--- src/rtl/hbw_pkg.sv ---
package hbw_pkg;
    typedef enum logic [1:0] {
        ST_IDLE    = 2'd0,
        ST_WR_HALF = 2'd1,
        ST_RD_HALF = 2'd2
    } hbw_state_e;
endpackage

--- src/rtl/hbw_lane_map.sv ---
module hbw_lane_map #(
    parameter int DATA_W = 32
) (
    input  logic              mode32,
    input  logic [DATA_W-1:0] swap_cfg,
    input  logic              addr_half,
    output logic              phys_hi
);
    logic swap_on;

    always_comb begin
        swap_on = !mode32 && (swap_cfg == {DATA_W{1'b1}});
        phys_hi = addr_half ^ swap_on;
    end
endmodule

--- src/rtl/hbw_write_stage.sv ---
module hbw_write_stage #(
    parameter int DATA_W = 32,
    localparam int HALF_W = DATA_W / 2
) (
    input  logic              clk,
    input  logic              rst_n,
    input  logic              load,
    input  logic              in_hi,
    input  logic [HALF_W-1:0] din,
    output logic [DATA_W-1:0] merged
);
    logic [HALF_W-1:0] stage_q;

    always_ff @(posedge clk or negedge rst_n) begin
        if (!rst_n) begin
            stage_q <= '0;
        end else if (load) begin
            stage_q <= din;
        end
    end

    always_comb begin
        merged = in_hi ? {din, stage_q} : {stage_q, din};
    end
endmodule

--- src/rtl/hbw_read_latch.sv ---
module hbw_read_latch #(
    parameter int DATA_W = 32,
    localparam int HALF_W = DATA_W / 2
) (
    input  logic              clk,
    input  logic              rst_n,
    input  logic              load,
    input  logic [DATA_W-1:0] din,
    input  logic              sel_hi,
    output logic [HALF_W-1:0] half
);
    logic [DATA_W-1:0] word_q;

    always_ff @(posedge clk or negedge rst_n) begin
        if (!rst_n) begin
            word_q <= '0;
        end else if (load) begin
            word_q <= din;
        end
    end

    always_comb begin
        half = sel_hi ? word_q[DATA_W-1:HALF_W] : word_q[HALF_W-1:0];
    end
endmodule

--- src/rtl/hbw_word_pair.sv ---
module hbw_word_pair #(
    parameter int ADDR_W = 8,
    parameter int DATA_W = 32,
    localparam int HALF_W = DATA_W / 2,
    localparam int WADR_W = ADDR_W - 2
) (
    input  logic              clk,
    input  logic              rst_n,
    input  logic              mode32,
    input  logic [DATA_W-1:0] swap_cfg,
    input  logic              hcs,
    input  logic              hwr,
    input  logic              hrd,
    input  logic [ADDR_W-1:1] haddr,
    input  logic [DATA_W-1:0] hwdata,
    output logic [DATA_W-1:0] hrdata,
    output logic [1:0]        hrdata_oe,
    output logic              iwr,
    output logic              ird,
    output logic [WADR_W-1:0] iaddr,
    output logic [DATA_W-1:0] iwdata,
    input  logic [DATA_W-1:0] irdata
);
    import hbw_pkg::*;

    hbw_state_e st, st_nxt;

    logic              wr16, wr32, rd16, rd32;
    logic              phys_hi, same_word, opp_half;
    logic [WADR_W-1:0] pend_addr;
    logic              pend_hi;
    logic              pend_load, stage_load, latch_load;
    logic              serve_latch, serve_bad;
    logic [DATA_W-1:0] merged;
    logic [HALF_W-1:0] latch_half, fresh_half;

    always_comb begin
        wr32      = hcs && hwr && mode32;
        wr16      = hcs && hwr && !mode32;
        rd32      = hcs && hrd && !hwr && mode32;
        rd16      = hcs && hrd && !hwr && !mode32;
        same_word = (pend_addr == haddr[ADDR_W-1:2]);
        opp_half  = (pend_hi != phys_hi);
    end

    hbw_lane_map #(.DATA_W(DATA_W)) u_map (
        .mode32    (mode32),
        .swap_cfg  (swap_cfg),
        .addr_half (haddr[1]),
        .phys_hi   (phys_hi)
    );

    hbw_write_stage #(.DATA_W(DATA_W)) u_stage (
        .clk    (clk),
        .rst_n  (rst_n),
        .load   (stage_load),
        .in_hi  (phys_hi),
        .din    (hwdata[HALF_W-1:0]),
        .merged (merged)
    );

    hbw_read_latch #(.DATA_W(DATA_W)) u_latch (
        .clk    (clk),
        .rst_n  (rst_n),
        .load   (latch_load),
        .din    (irdata),
        .sel_hi (phys_hi),
        .half   (latch_half)
    );

    // state register
    always_ff @(posedge clk or negedge rst_n) begin
        if (!rst_n) begin
            st <= ST_IDLE;
        end else begin
            st <= st_nxt;
        end
    end

    // next-state logic
    always_comb begin
        st_nxt = st;
        if (wr32 || rd32) begin
            st_nxt = ST_IDLE;
        end else begin
            unique case (st)
                ST_IDLE: begin
                    if (wr16)      st_nxt = ST_WR_HALF;
                    else if (rd16) st_nxt = ST_RD_HALF;
                end
                ST_WR_HALF: begin
                    if (wr16 && same_word) st_nxt = ST_IDLE;
                    else if (rd16)         st_nxt = ST_RD_HALF;
                end
                ST_RD_HALF: begin
                    if (rd16 && same_word) st_nxt = ST_IDLE;
                    else if (wr16)         st_nxt = ST_WR_HALF;
                end
                default: st_nxt = ST_IDLE;
            endcase
        end
    end

    // output and datapath control
    always_comb begin
        iwr         = 1'b0;
        ird         = 1'b0;
        stage_load  = 1'b0;
        latch_load  = 1'b0;
        serve_latch = 1'b0;
        serve_bad   = 1'b0;
        iaddr       = haddr[ADDR_W-1:2];
        iwdata      = mode32 ? hwdata : merged;
        unique case (st)
            ST_WR_HALF: begin
                if (wr16 && same_word) iwr = opp_half;
                else if (wr16)         stage_load = 1'b1;
                if (rd16) begin
                    ird        = 1'b1;
                    latch_load = 1'b1;
                end
            end
            ST_RD_HALF: begin
                if (rd16 && same_word) begin
                    serve_latch = opp_half;
                    serve_bad   = !opp_half;
                end else if (rd16) begin
                    ird        = 1'b1;
                    latch_load = 1'b1;
                end
                if (wr16) stage_load = 1'b1;
            end
            default: begin
                stage_load = wr16;
                ird        = rd16;
                latch_load = rd16;
            end
        endcase
        if (wr32) iwr = 1'b1;
        if (rd32) ird = 1'b1;
        pend_load = stage_load || latch_load;
    end

    always_comb begin
        fresh_half = phys_hi ? irdata[DATA_W-1:HALF_W] : irdata[HALF_W-1:0];
    end

    always_ff @(posedge clk or negedge rst_n) begin
        if (!rst_n) begin
            pend_addr <= '0;
            pend_hi   <= 1'b0;
        end else if (pend_load) begin
            pend_addr <= haddr[ADDR_W-1:2];
            pend_hi   <= phys_hi;
        end
    end

    // registered host read data
    always_ff @(posedge clk or negedge rst_n) begin
        if (!rst_n) begin
            hrdata    <= '0;
            hrdata_oe <= 2'b00;
        end else if (rd32) begin
            hrdata    <= irdata;
            hrdata_oe <= 2'b11;
        end else if (rd16) begin
            hrdata_oe <= 2'b01;
            if (serve_latch)    hrdata <= {{HALF_W{1'b0}}, latch_half};
            else if (serve_bad) hrdata <= '0;
            else                hrdata <= {{HALF_W{1'b0}}, fresh_half};
        end else begin
            hrdata    <= '0;
            hrdata_oe <= 2'b00;
        end
    end
endmodule

--- config.mk ---
export PLATFORM = sky130hd
export DESIGN_NAME = hbw_word_pair
export DESIGN_NICKNAME = d
export VERILOG_FILES = /design/src/rtl/hbw_pkg.sv /design/src/rtl/hbw_lane_map.sv /design/src/rtl/hbw_write_stage.sv /design/src/rtl/hbw_read_latch.sv /design/src/rtl/hbw_word_pair.sv
export SDC_FILE = /design/constraint.sdc
export NUM_CORES = 1
export LEC_CHECK = 0
export BUFFER_PORTS_ARGS = -buffer_cell sky130_fd_sc_hd__buf_2
export CAP_MARGIN = 30
export CORE_MARGIN = 2
export CORE_UTILIZATION = 55
export DETAILED_ROUTE_END_ITERATION = 10
export PLACE_DENSITY = 0.86
export SYNTH_ARGS = -nofsm -noshare
export SYNTH_HDL_FRONTEND = slang
export SYNTH_SLANG_ARGS = --single-unit
export TNS_END_PERCENT = 30
--- constraint.sdc ---
create_clock -name clk -period 6.25 [get_ports clk]
set_input_delay 1.5625 -clock clk [delete_from_list [all_inputs] [get_ports clk]]
set_output_delay 1.5625 -clock clk [all_outputs]
set_load 0.05 [all_outputs]
# ---- Word level (Yosys, flattened, before mapping)
# Index checks and enable logic that the tools add are counted.
# W data, S select, Z words.
dict set report totals {
  regBits 91
  inputBits 109
  output_inout_bits 74
}
dict set report op_classes {
  eq_ne 6
  mux 31
  bitwise_logic 1
  reduce_logical 16
}
# operator n
set ops {}
lappend ops {{$mux W32} 4}
lappend ops {{$mux W16} 4}
lappend ops {{$eq A32 B32 Y1 const B} 1}
lappend ops {{$mux W2} 7}
lappend ops {{$mux W1} 13}
lappend ops {{$logic_and A1 B1 Y1} 10}
lappend ops {{$eq A6 B6 Y1} 1}
lappend ops {{$pmux W2 S3} 1}
lappend ops {{$ne A4 B4 Y1 const B} 1}
lappend ops {{$pmux W1 S2} 2}
lappend ops {{$logic_not A1 Y1} 3}
lappend ops {{$eq A2 B1 Y1 const B} 1}
lappend ops {{$eq A2 B2 Y1 const B} 1}
lappend ops {{$logic_not A2 Y1} 1}
lappend ops {{$logic_or A1 B1 Y1} 2}
lappend ops {{$ne A1 B1 Y1} 1}
lappend ops {{$xor A1 B1 Y1} 1}

# ---- Longest topological paths before layout
dict set report logic_depth {
  depth_word 11
  mapped_depth 9
  depth_no_buf 6
}

# ---- Modules after synthesis
# A second synthesis with hierarchy kept.
dict set report hier_totals {
  hier_cells 406
  hier_area_um2 5403.9
}
# mod n_inst cells_each area_each_um2
set by_module_without_submodules {}
lappend by_module_without_submodules {hbw_word_pair 1 237 2506.2}
lappend by_module_without_submodules {hbw_read_latch 1 86 1594.0}
lappend by_module_without_submodules {hbw_write_stage 1 70 1193.6}
lappend by_module_without_submodules {hbw_lane_map 1 13 110.1}

# ---- Worst setup path before layout
# Ideal clock, no wire load.
dict set report synth_path {
  kind {input-to-output}
  from {input port mode32}
  to {output port iwdata[22]}
  arrival_ns 4.113
  path_slack_ns 0.574
  path_stages 9
  cell_sequence {buf_6 > nand4b_4 > nor4_2 > and3_1 > buf_4 > xnor2_4 > buf_4 > mux2i_1 > o21ai_0}
}
dict set report synth_between {
  elab_chain_cells 5
}
# element line
set synth_rtl {}
lappend synth_rtl {{start, declared} hbw_word_pair.sv:9} ;# input logic mode32,
lappend synth_rtl {{$logic_not A1 Y1} hbw_lane_map.sv:12} ;# swap_on = !mode32 && (swap_cfg == {DATA_W{1'b1}});
lappend synth_rtl {{$logic_and A1 B1 Y1} hbw_lane_map.sv:12}
lappend synth_rtl {{$xor A1 B1 Y1} hbw_lane_map.sv:13} ;# phys_hi = addr_half ^ swap_on;
lappend synth_rtl {{$mux W32} hbw_write_stage.sv:23} ;# merged = in_hi ? {din, stage_q} : {stage_q, din};
lappend synth_rtl {{$mux W32 *} hbw_word_pair.sv:113} ;# iwdata = mode32 ? hwdata : merged;
lappend synth_rtl {{end, declared} hbw_word_pair.sv:21} ;# output logic [DATA_W-1:0] iwdata,
# Every way passes the cells marked *; elsewhere a longest branch is shown, timed or not.

# ---- Final worst setup path
dict set report layout_path {
  from {input port mode32}
  to {output port iwdata[3]}
}
# The elaborated chain is that of the path after synthesis.

==> impl_metrics.json <==
{
  "cts.sinks": 91,
  "r2r_slack_ps": 3670,
  "die_x_um": 103,
  "slew_violations": 0,
  "seqPwrFrac_pct": 47.4,
  "holdPathStages": 1,
  "pin_count": 183,
  "setup_tns_ps": 0,
  "clkPwrFrac_pct": 23.3,
  "crit_chain": "buf_2 -> nand4b_4 -> nor4_2 -> and3_1 -> xnor2_4 -> nor2_8 -> mux2_2 -> buf_2",
  "die_y_um": 103,
  "comb_power_share_pct": 29.3,
  "synthCells": 581,
  "reg2reg_to": "pend_addr[3]",
  "num_rows": 36,
  "worstPathMaxFanout": 18,
  "final_nets": 843,
  "sw_frac_of_total_pct": 35.8,
  "antenna_cells": 0,
  "fin_skew_ps": 10.0,
  "drive_gt1_share_pct": 37.9,
  "synth.distinct_cells": 37,
  "hold-worst-slack_ps": 499,
  "crit_type": "input pin to output pin",
  "finalPower_mw": 1.54,
  "root_buffer": "clkbuf_8",
  "ys.flop_type": "dfrtp_1",
  "num_vias": 5087,
  "cts_resized": 0,
  "fmax_ghz": 0.188,
  "synth_commonest_cells": "nand2_1 (147), dfrtp_1 (91), mux2_2 (60), clkbuf_1 (34), a21oi_1 (33)",
  "yosysWarningCount": 0,
  "yosysSeqAreaShare_pct": 42.2,
  "ant_nets": 0,
  "crit_path_end_kind": "output pin",
  "post-cts-setup-buffers": 0,
  "grt_pass1_vias": 4801,
  "hold_viol": 0,
  "area_delta_synth_final_pct": 20.9,
  "drcViolationCount": 0,
  "critPathRequiredTime_ps": 4690,
  "synth_most_common_cell": "nand2_1",
  "critPathMostFrequentCell": "buf_2",
  "wl_per_cell_um": 16.1,
  "fin_crit_sh_pct": 85.3,
  "async_flop_share_pct": 100,
  "grt_max_degree": 88,
  "dp_hpwl_um": 9590,
  "synthTopCellsByArea": "dfrtp_1 (42%), mux2_2 (13%), nand2_1 (10%), a211oi_1 (4.5%), mux2i_1 (3.2%)",
  "nFillCells": 738,
  "dr.pass1.iters": 6,
  "syn_avg_cell_area_um2": 9.29,
  "initial_utilization_pct": 56.0,
  "via_per_inst": 5.83,
  "r2r-start": "pend_addr[1]",
  "critPathSlowestCell": "mux2_2",
  "ys_ff_latch": 91,
  "status": "complete, no violations",
  "netlist_area_um2": 5400,
  "cts_tree": "yes",
  "internal_power_uw": 991,
  "antenna_found_initial": 0,
  "peakVddDrop_mv": 0.154,
  "yosys.area.top_type": "dfrtp_1",
  "multiInputGateArea_um2": 2820,
  "pre_cts_slack_ps": 889,
  "h-tree-depth": 3,
  "min_period_ps": 5330,
  "reg2reg_depth": 7,
  "switching_power_uw": 551,
  "slowest_delay_ps": 390,
  "slew_headroom_pct": 32.7,
  "cp.arrival_ps": 3770,
  "worstSetupStartpoint": "mode32",
  "clockBufferDepth": 2,
  "drtIter0Drc": 358,
  "worst_pin_slew_ps": 1000,
  "place_inst": 856,
  "rsz0062_at_grt": "no",
  "io_buffers": 182,
  "critPathLaunchType": "input pin",
  "holdCritPathClass": "register to register",
  "setup.worst_path.end": "iwdata[3]",
  "core_area_um2": 9640,
  "register_area_um2": 2280,
  "grt_pass1_wl_um": 21900,
  "yosysTopAreaCellShare_pct": 42.2,
  "clkTransAtPathRegs_ps": 80,
  "setup-violations-final": 0,
  "p_leak_nw": 3.23,
  "setup_slack_ps": 918,
  "synth_fp_nets": 690,
  "clkLatencyLatePin_ps": 360,
  "totalWireLength_um": 14100,
  "grt_overflow": 0,
  "drv_cap": 0,
  "synth-edff-count": 0,
  "place_congestion": 0.814,
  "stdcell_count": 872,
  "p_per_area_nw_per_um2": 236,
  "track_usage_pct": 26.5,
  "cts_hold_buf": 0,
  "fp.dieArea_um2": 10600,
  "numCtsBuffers": 9
}
==> per-layer routing <==
| metal | global-route usage [%] | part of all wire [%] | wire, um | up-vias |
|---|---|---|---|---|
| met5 | 0 | 0 | 0 | - |
| met4 | 14.1 | 2.3 | 327 | 0 |
| met3 | 3.93 | 7.7 | 1090 | 35 |
| met2 | 44.2 | 50 | 7080 | 267 |
| met1 | 33.3 | 40 | 5570 | 2426 |
| li1 | - | - | - | 2359 |
==> per-stage QoR <==
| step | util, % | area (um^2) |
|---|---|---|
| finish | 67.7 | 6520 |
| global route | 67.7 | 6520 |
| CTS | 67.7 | 6520 |
| detailed placement | 65.9 | 6350 |
| global placement | 65.6 | 6330 |
| floorplan | - | 5400 |
==> registers in the layout, indices dropped and copies added (netlist names) <==
| register | count |
|---|---|
| pend_hi | 1 |
| u_stage.stage_q | 16 |
| hrdata_oe | 2 |
| st | 2 |
| u_latch.word_q | 32 |
| pend_addr | 6 |
| hrdata | 32 |
==> area by class of cell <==
cell class	instances	share of cell area, %
Clock buffer	10	1.96
Clock inverter	6	0.633
Tap cell	133	2.55
Inverter	20	1.15
Sequential cell	91	34.9
Multi-Input combinational cell	419	43.2
Timing Repair Buffer	193	15.6
==> critical path: cells and delay by family <==
family,cells,cell delay [ps]
and+or+nand+nor,4,1180
muxes,1,390
buffers and inverters,2,330
xor gates and xnor gates,1,290
==> power groups by stage <==
| stage | Clock (mW) | Sequential, mW | Combinational [mW] |
|---|---|---|---|
| floorplan | 0 | 0.743 | 0.311 |
| global placement | 0 | 0.732 | 0.430 |
| detailed placement | 0 | 0.739 | 0.451 |
| CTS | 0.367 | 0.728 | 0.453 |
| global route | 0.389 | 0.742 | 0.487 |
| finish | 0.359 | 0.731 | 0.452 |
==> cell usage in the layout (no fill, tap or decap), types with 11 or more instances in the layout <==
| cell type | n |
|---|---|
| inv_1 | 19 |
| mux2_2 | 60 |
| dfrtp_1 | 91 |
| o211ai_1 | 18 |
| buf_4 | 11 |
| a221oi_1 | 16 |
| a21oi_1 | 32 |
| o21ai_0 | 17 |
| and3_1 | 18 |
| a211oi_1 | 32 |
| nor3_1 | 16 |
| buf_2 | 181 |
| nand2_1 | 147 |
| mux2i_1 | 17 |
==> cells by family (layout without fill, tap and decap cells) <==
logic type	after synthesis	in the layout	synth area share [%]
buffers and inverters	71	229	5.91
DFF	91	91	42.2
xor gates and xnor gates	8	8	1.90
AOI/OAI and AO/OA	119	119	14.7
and+or+nand+nor	205	205	17.5
muxes	87	87	17.8
==> how the worst min path moves through the flow <==
stage                     start     to
after floorplan           st[0]  st[0]
after global placement    st[0]  st[0]
after detailed placement  st[0]  st[0]
after CTS                 st[0]  st[0]
after global routing      st[0]  st[0]
final                     st[0]  st[0]
Note: power is estimated with default switching activity, not from simulation.
